==> src/rtl/evt_timer_regs.sv <==
module evt_timer_regs #(
  parameter int NCH = 3,
  parameter logic [31:0] TICK_FS = 32'h0098_9680,
  parameter logic [15:0] VENDOR = 16'h8086,
  parameter logic [7:0] REV = 8'h01
) (
  input  logic              clk,
  input  logic              rst_n,
  input  logic              req_valid,
  input  logic              req_write,
  input  logic [9:0]        req_addr,
  input  logic [3:0]        req_len,
  input  logic [63:0]       req_wdata,
  output logic              req_ready,
  output logic [63:0]       rsp_rdata,
  input  logic              tick,
  output logic              glb_en,
  output logic              glb_legacy,
  output logic [63:0]       count_o,
  output logic [NCH*16-1:0] ch_cfg_o,
  output logic [NCH*64-1:0] ch_cmp_o,
  output logic [NCH*64-1:0] ch_period_o,
  output logic [NCH*64-1:0] ch_route_o,
  output logic [NCH-1:0]    ch_arm,
  output logic [NCH-1:0]    ch_halt
);
  localparam int CW = (NCH > 1) ? $clog2(NCH) : 1;
  localparam logic [9:0] CH_BASE = 10'h100;
  localparam logic [9:0] CH_END = 10'(256 + 32 * NCH);
  localparam logic [15:0] CFG_WMASK = 16'h3F4E;
  localparam logic [15:0] CFG_RST = 16'h0030;
  localparam logic [4:0] NT_FIELD = 5'(NCH - 1);
  localparam logic [63:0] CAP = {TICK_FS, VENDOR, 1'b1, 1'b0, 1'b1, NT_FIELD, REV};

  logic [1:0]  gcfg;
  logic [63:0] cnt;
  logic [15:0] ccfg [NCH];
  logic [63:0] cmp  [NCH];
  logic [63:0] per  [NCH];
  logic [63:0] rt   [NCH];

  logic [9:0]  off;
  logic [5:0]  sh8;
  logic        bad, wr, in_ch, wr_cfg, wr_cnt, g_rise, g_fall;
  logic [1:0]  slot;
  logic [CW-1:0] idx;
  logic [63:0] lmask, lanes, old_val, merged;
  logic [15:0] new_cfg [NCH];
  logic [63:0] cmp_val [NCH];
  logic [NCH-1:0] cfg_hit, cmp_hit, rt_hit;

  assign off   = {req_addr[9:3], 3'b000};
  assign sh8   = {req_addr[2:0], 3'b000};
  assign bad   = (req_len == 4'd0) || (req_len > 4'd8) ||
                 ((req_addr & {6'b0, req_len - 4'd1}) != 10'd0);
  assign lmask = (req_len >= 4'd8) ? '1 : ((64'd1 << {req_len, 3'b000}) - 64'd1);
  assign lanes = lmask << sh8;
  assign in_ch = (off >= CH_BASE) && (off < CH_END);
  assign idx   = CW'((off - CH_BASE) >> 5);
  assign slot  = off[4:3];
  assign wr    = req_valid && req_write && !bad;
  assign wr_cfg = wr && (off == 10'h010);
  assign wr_cnt = wr && (off == 10'h0F0);

  always_comb begin
    old_val = '0;
    if (off == 10'h000) old_val = CAP;
    else if (off == 10'h010) old_val = {62'd0, gcfg};
    else if (off == 10'h0F0) old_val = cnt;
    else if (in_ch) begin
      case (slot)
        2'd0: old_val = {32'h00F0_0000, 16'h0000, ccfg[idx]};
        2'd1: old_val = cmp[idx];
        2'd2: old_val = rt[idx];
        default: old_val = '0;
      endcase
    end
  end

  assign merged    = ((req_wdata << sh8) & lanes) | (old_val & ~lanes);
  assign req_ready = req_valid;
  assign rsp_rdata = (!req_valid || req_write) ? '0 :
                     bad ? '1 : ((old_val >> sh8) & lmask);

  assign g_rise = wr_cfg && merged[0] && !gcfg[0];
  assign g_fall = wr_cfg && !merged[0] && gcfg[0];

  always_comb begin
    for (int n = 0; n < NCH; n++) begin
      cfg_hit[n] = wr && in_ch && (idx == CW'(n)) && (slot == 2'd0);
      cmp_hit[n] = wr && in_ch && (idx == CW'(n)) && (slot == 2'd1);
      rt_hit[n]  = wr && in_ch && (idx == CW'(n)) && (slot == 2'd2);
      new_cfg[n] = (merged[15:0] & CFG_WMASK) | (ccfg[n] & ~CFG_WMASK);
      cmp_val[n] = ccfg[n][8] ? {32'h0, merged[31:0]} : merged;
      ch_arm[n]  = (g_rise && ccfg[n][2]) ||
                   (cfg_hit[n] && gcfg[0] && new_cfg[n][2] && !ccfg[n][2]) ||
                   (cmp_hit[n] && gcfg[0] && ccfg[n][2]);
      ch_halt[n] = g_fall || (cfg_hit[n] && ccfg[n][2] && !new_cfg[n][2]);
    end
  end

  always_ff @(posedge clk or negedge rst_n) begin
    if (!rst_n) begin
      gcfg <= 2'b00;
      cnt  <= '0;
      for (int n = 0; n < NCH; n++) begin
        ccfg[n] <= CFG_RST;
        cmp[n]  <= '1;
        per[n]  <= '0;
        rt[n]   <= '0;
      end
    end else begin
      if (wr_cfg) gcfg <= merged[1:0];
      if (wr_cnt) cnt <= merged;
      else if (gcfg[0] && tick) cnt <= cnt + 64'd1;
      for (int n = 0; n < NCH; n++) begin
        if (cfg_hit[n]) begin
          ccfg[n] <= new_cfg[n];
          if (new_cfg[n][8]) cmp[n] <= {32'h0, cmp[n][31:0]};
        end
        if (cmp_hit[n]) begin
          if (ccfg[n][3] && !ccfg[n][6]) per[n] <= cmp_val[n];
          else cmp[n] <= cmp_val[n];
          ccfg[n][6] <= 1'b0;
        end
        if (rt_hit[n]) rt[n] <= merged;
      end
    end
  end

  assign glb_en     = gcfg[0];
  assign glb_legacy = gcfg[1];
  assign count_o    = cnt;

  for (genvar g = 0; g < NCH; g++) begin : g_out
    assign ch_cfg_o[g*16 +: 16]    = ccfg[g];
    assign ch_cmp_o[g*64 +: 64]    = cmp[g];
    assign ch_period_o[g*64 +: 64] = per[g];
    assign ch_route_o[g*64 +: 64]  = rt[g];
  end
endmodule

==> config.mk <==
export PLATFORM = sky130hd
export DESIGN_NAME = evt_timer_regs
export DESIGN_NICKNAME = d
export VERILOG_FILES = /design/src/rtl/evt_timer_regs.sv
export SDC_FILE = /design/constraint.sdc
export NUM_CORES = 2
export LEC_CHECK = 0
export BUFFER_PORTS_ARGS = -buffer_cell sky130_fd_sc_hd__buf_2
export CAP_MARGIN = 20
export CORE_AREA = 2 2 327 329
export CTS_CLUSTER_DIAMETER = 60
export DETAILED_ROUTE_END_ITERATION = 8
export DIE_AREA = 0 0 329 331
export PLACE_DENSITY = 0.65
export SETUP_SLACK_MARGIN = 0.3
export SYNTH_ARGS = -nofsm -noshare
export SYNTH_HDL_FRONTEND = slang
export SYNTH_SLANG_ARGS = --single-unit
==> constraint.sdc <==
create_clock -name clk -period 8 [get_ports clk]
set_input_delay 1.2 -clock clk [delete_from_list [all_inputs] [get_ports clk]]
set_output_delay 1.2 -clock clk [all_outputs]
set_load 0.005 [all_outputs]
Word level (Yosys, flattened, before mapping)
Cells that the tools add are included.
{"block": "classes", "addsub": 4, "order_cmp": 5, "eq_ne": 6, "shifts": 4, "muxes": 40, "n_bitwise": 10, "reduce_logical": 87}
{"op": "64-bit 2-to-1 mux", "count": 28}
{"op": "64-bit binary-select mux with 2-bit select", "count": 2}
{"op": "64-bit bitwise AND", "count": 3}
{"op": "64-bit one-hot mux with 3 select lines", "count": 1}
{"op": "64-bit by 6-bit left shift with 64-bit output", "count": 2}
{"op": "64-bit by 1-bit adder with 64-bit output (second input constant)", "count": 1}
{"op": "64-bit NOT", "count": 1}
{"op": "64-bit OR", "count": 1}
{"op": "1-bit by 7-bit left shift with 64-bit output (first input constant)", "count": 1}
{"op": "64-bit by 6-bit right shift with 64-bit output", "count": 1}
{"op": "64-bit by 1-bit subtractor with 64-bit output (second input constant)", "count": 1}
{"op": "1-bit logical AND", "count": 50}
{"op": "14-bit by 16-bit OR with 16-bit output", "count": 3}
{"op": "16-bit binary-select mux with 2-bit select", "count": 1}
{"op": "16-bit 2-to-1 mux", "count": 2}
{"op": "7-bit 2-to-1 mux", "count": 3}
{"op": "1-bit logical NOT", "count": 13}
{"op": "1-bit logical OR", "count": 12}
{"op": "10-bit by 4-bit bitwise AND with 10-bit output", "count": 1}
{"op": "10-bit by 9-bit >= comparator with 1-bit output (second input constant)", "count": 1}
{"op": "10-bit logical NOT", "count": 1}
{"op": "10-bit by 9-bit less-than comparator with 1-bit output (second input constant)", "count": 1}
{"op": "10-bit nonzero test", "count": 1}
{"op": "2-bit nonzero test", "count": 4}
{"op": "14 further kinds", "count": 21}
{"block": "word_totals", "reg_bits": 690, "inputBits": 83, "out_inout_bits": 761, "wordCells": 173}

Depth between registers and ports, before layout
{"block": "depth", "depth_word": 17, "depth_mapped": 14, "depth_no_buf": 12}

Least setup slack after synthesis
No wires, ideal clock.
{"block": "synth_path", "kind": "input-to-output", "start": "input req_addr[6]", "end": "output rsp_rdata[9]", "arrival_time_ps": 3335, "t_required_ps": 6800, "slack_ps": 3465, "path_stages": 11, "n_path_buf": 4, "cell_sequence": "buf_6 buf_6 buf_2 buf_2 mux2_2 nand2_1 a21oi_1 a2111oi_0 mux2i_1 o221ai_1 o21ai_0"}
{"block": "synth_between", "elab_chain_cells": 14, "word_cells_on_any_way": 29, "cone_classes": "add/sub (1); order compare (2); eq/ne (2); shift (1); mux (16); bitwise (3); reduce/logical (4)"}
{"item": "start: declaration", "line_no": "11", "text": "input logic [9:0] req_addr,"}
{"item": "7-bit by 1-bit subtractor with 7-bit output", "line_no": "59", "text": "assign idx = CW'((off - CH_BASE) >> 5);"}
{"item": "2-bit NOT with 3-bit output (implied by the code)", "line_no": "72, 73, 74"}
{"item": "64-bit binary-select mux with 2-bit select, or another cell as far along", "line_no": "74", "text": "2'd2: old_val = rt[idx];"}
{"item": "64-bit 2-to-1 mux (implied by the code), or another cell as far along (2 in series)", "line_no": "74"}
{"item": "64-bit one-hot mux with 3 select lines", "line_no": "71", "text": "case (slot)"}
{"item": "64-bit 2-to-1 mux", "line_no": "70", "text": "else if (in_ch) begin"}
{"item": "64-bit 2-to-1 mux", "line_no": "69", "text": "else if (off == 10'h0F0) old_val = cnt;"}
{"item": "64-bit 2-to-1 mux", "line_no": "68", "text": "else if (off == 10'h010) old_val = {62'd0, gcfg};"}
{"item": "64-bit 2-to-1 mux", "line_no": "67", "text": "if (off == 10'h000) old_val = CAP;"}
{"item": "64-bit by 6-bit right shift with 64-bit output", "line_no": "83", "text": "bad ? '1 : ((old_val >> sh8) & lmask);"}
{"item": "64-bit bitwise AND", "line_no": "83"}
{"item": "64-bit 2-to-1 mux *", "line_no": "83"}
{"item": "64-bit 2-to-1 mux *", "line_no": "82", "text": "assign rsp_rdata = (!req_valid || req_write) ? '0 :"}
{"item": "end: declaration", "line_no": "15", "text": "output logic [63:0] rsp_rdata,"}
Every way passes the cells marked *; elsewhere a longest branch is shown, timed or not. The select of a mux whose other input is x is not followed.

Worst setup path in the final report
{"block": "layout_path", "start": "input req_addr[4]", "end": "output rsp_rdata[17]"}
The elaborated chain is that of the path after synthesis.

==> reports/metrics.yaml <==
outcome: "completed"
worst-path-max-fanout: 27
drt_iter0_markers: 3850
rsz_0062_raised_after_global_routing: "no"
yosys_most_used_dff: "sky130_fd_sc_hd__dfrtp_1"
post_synth_arst_share_pct: 100
clkSlewWorstSetupHoldPaths_ns: 0.06
worst_setup_path_end_kind: "output port"
synthCells: 3691
timing.reg2reg.setup_slack_ns: 4.07
layout_fillers: 10500
cts-buffers-inserted: 82
drv_cap: 0
finalCriticalPeriod_ns: 6.46
drcViolationCount: 0
place.detailed.hpwl_mm: 150
grt_start_max_net_pins: 162
mappedNetlistArea_sq_um: 35100
fin_worst_hold_slack_ns: 0.474
setup_viol: 0
layout.nets: 4487
seq_area_sq_um: 17100
slew_headroom_pct: 16.5
die_h_um: 331
max_stage_delay_ns: 1.18
syn_to_final_growth_pct: 23.7
io_pins: 844
global_route_wire_length_before_repair_mm: 267
yosysUniqueCellTypes: 94
vias_per_cell: 5.87
timing.reg2reg.worst_path_depth: 8
critical_path.reg2reg.endpoint: "ch_cmp_o[168]$_DFF_PN1_"
tritoncts: "yes"
fin_skew_ns: 0.0618
detail_route.first_pass.iterations: 6
critPathLaunchType: "primary input"
worstPathRequired_ns: 6.80
antenna_found_initial: 12
die_width_um: 329
insertion_delay_ns: 0.67
post_cts_resized: 0
footprint_of_the_multi_input_gates_sq_um: 16700
ys_seq_area_share_pct: 48.6
worst_setup_path_startpoint: "req_addr[4]"
place.port_buffers: 825
final_hold_viols: 0
holdPathEnd: "ch_period_o[90]$_DFFE_PN0P_"
power_leakage_nw: 20.3
grtUsageTotal_pct: 34.9
tritoncts_num_sinks: 672
grt-ovfl-total: 0
synth_edf_count: 0
cell_by_cell_listing_of_the_critical_path: "buf_2, nor2b_1, nand3_2, o211ai_1, mux2_2, a22oi_1, o41ai_1, buf_2"
hold_path.startpoint: "ch_period_o[90]$_DFFE_PN0P_"
via_count_of_the_first_global_routing_pass: 32800
yosysWarnings: 0
irDropWorstVdd_uv: 175
drt.antenna.violating_nets: 0
finalWeightedCongestion: 1.06
max-clock-path-buffers: 3
holdCritPathClass: "flop to flop"
yosys_register_bits: 672
max_freq_ghz: 0.155
worst_r2r_startpoint: "ch_cfg_o[8]$_DFFE_PN0N_"
synth_area_per_cell_sq_um: 9.51
pwr_density_cell_nw_per_um2: 193
cts_setup_buffers: 0
dieArea_sq_um: 109000
effective_utilization_at_floorplan_pct: 33.4
whs_path_depth: 2
setup_tns_ns: 0
h-tree-depth: 3
final-max-slew-violation-count: 0
worst-slew-pin-transition_ns: 1.25
crit_top_cell: "sky130_fd_sc_hd__buf_2"
routed-via-count: 34400
rows: 119
ctsRootBufferMaster: "sky130_fd_sc_hd__clkbuf_16"
cp_slowest_cell: "sky130_fd_sc_hd__o211ai_1"
crit_arrival_ns: 5.26
drive_gt1_share_pct: 33.5
timing_worst_setup_path_type: "primary input to output port"
placeable_area_sq_um: 105000
cts_hold_bufs: 0
crit_share_post_route_pct: 80.8
routedWlPerCell_um: 33.4
finalWirelength_mm: 196
[report_power, final]
group          total (mW)  switching [mW]  leakage (nW)  internal (mW)
logic               0.895           0.666          10.2          0.228
registers            3.46          0.0305          8.66           3.43
clock network        4.01            1.66          1.43           2.36
[registers in the layout, indices dropped and copies added (netlist names)]
signal       cells
ch_cmp_o       192
ch_period_o    192
ch_route_o     192
count_o         64
ch_cfg_o        30
gcfg             2
[critical path, delay by kind of cell]
family          cells  cell delay [ns]
compound gates      3             1.67
simple gates        2             1.59
mux                 1             0.37
buf+inv             2             0.40
[worst max-delay path by stage]
stage	to	slack (ns)	cells past startpoint
6_report	rsp_rdata[17]	1.54	8
5_1_grt	rsp_rdata[17]	1.54	8
4_1_cts	rsp_rdata[17]	1.66	8
3_5_place_dp	rsp_rdata[17]	1.66	8
3_3_place_gp	rsp_rdata[17]	1.73	8
2_1_floorplan	rsp_rdata[9]	3.46	11
[final cells by class]
| type | instances | share of cell area [%] |
|---|---|---|
| sequential | 672 | 39.3 |
| multi-input combinational | 2692 | 38.4 |
| timing repair buffer | 926 | 11.4 |
| clock buffer | 108 | 5.39 |
| tap | 1391 | 4.01 |
| clock inverter | 45 | 1.31 |
| inverter | 23 | 0.202 |
| antenna | 3 | 0.0173 |
[cells by family (layout without fill, tap and decap cells)]
| family | after synthesis | in the layout | synth area share [%] |
|---|---|---|---|
| xor+xnor | 63 | 63 | 1.57 |
| simple gates | 1102 | 1102 | 13.4 |
| flops | 672 | 672 | 48.6 |
| mux | 339 | 339 | 11.2 |
| buf+inv | 343 | 1102 | 4.47 |
| other cells | 2 | 21 | 0.0214 |
| fa+ha+maj | 7 | 7 | 0.250 |
| compound gates | 1163 | 1163 | 20.5 |
[Yosys cell counts (all sizes together) (24+ instances only)]
cell	number	area share, %
o211ai	24	0.51
nor3	31	0.48
o21ai	572	8.2
clkbuf	182	1.9
buf	138	2.3
nor2	164	1.8
a221oi	32	0.82
xor2	31	0.77
a22oi	51	1.1
nand3	45	0.68
dfstp	192	14
a22o	28	0.70
mux2	142	4.6
xnor2	32	0.80
dfrtp	480	34
nand2	714	7.6
mux2i	175	5.2
o2bb2ai	108	2.7
a21oi	174	2.5
[per-layer routing]
metal / vias up / track usage (%) / share of wire (%)
met4: 8 / 20.0 / 6.5
met1: 17200 / 41.8 / 37
li1: 14600 / - / -
met2: 2104 / 56.3 / 47
met5: - / 0 / 0.027
met3: 462 / 9.70 / 10
[metrics by stage]
step           area, sq um  std cells  worst slack [ns]  power [mW]  utilization (%)
6_report             43400       5860              1.54        8.37             41.4
5_1_grt              43400       5858              1.54        8.56             41.4
4_1_cts              43400       5855              1.66        8.37             41.3
3_5_place_dp         40500       5702              1.66        4.39             38.6
3_3_place_gp         40500       5701              1.73        4.39             38.6
2_1_floorplan        35200       3707              3.46        3.90                -
[layout by cell type, fill, tap and decap left out, types with 51 or more instances in the layout]
cell,n
sky130_fd_sc_hd__nor2_1,163
sky130_fd_sc_hd__mux2_2,140
sky130_fd_sc_hd__mux2i_1,162
sky130_fd_sc_hd__a21oi_1,172
sky130_fd_sc_hd__a22oi_1,51
sky130_fd_sc_hd__o2bb2ai_1,108
sky130_fd_sc_hd__dfrtp_1,480
sky130_fd_sc_hd__o21ai_0,534
sky130_fd_sc_hd__buf_4,94
sky130_fd_sc_hd__nand2_1,711
sky130_fd_sc_hd__buf_2,823
sky130_fd_sc_hd__dfstp_2,192
sky130_fd_sc_hd__clkbuf_16,82
Power figures use the tool's default switching activity.
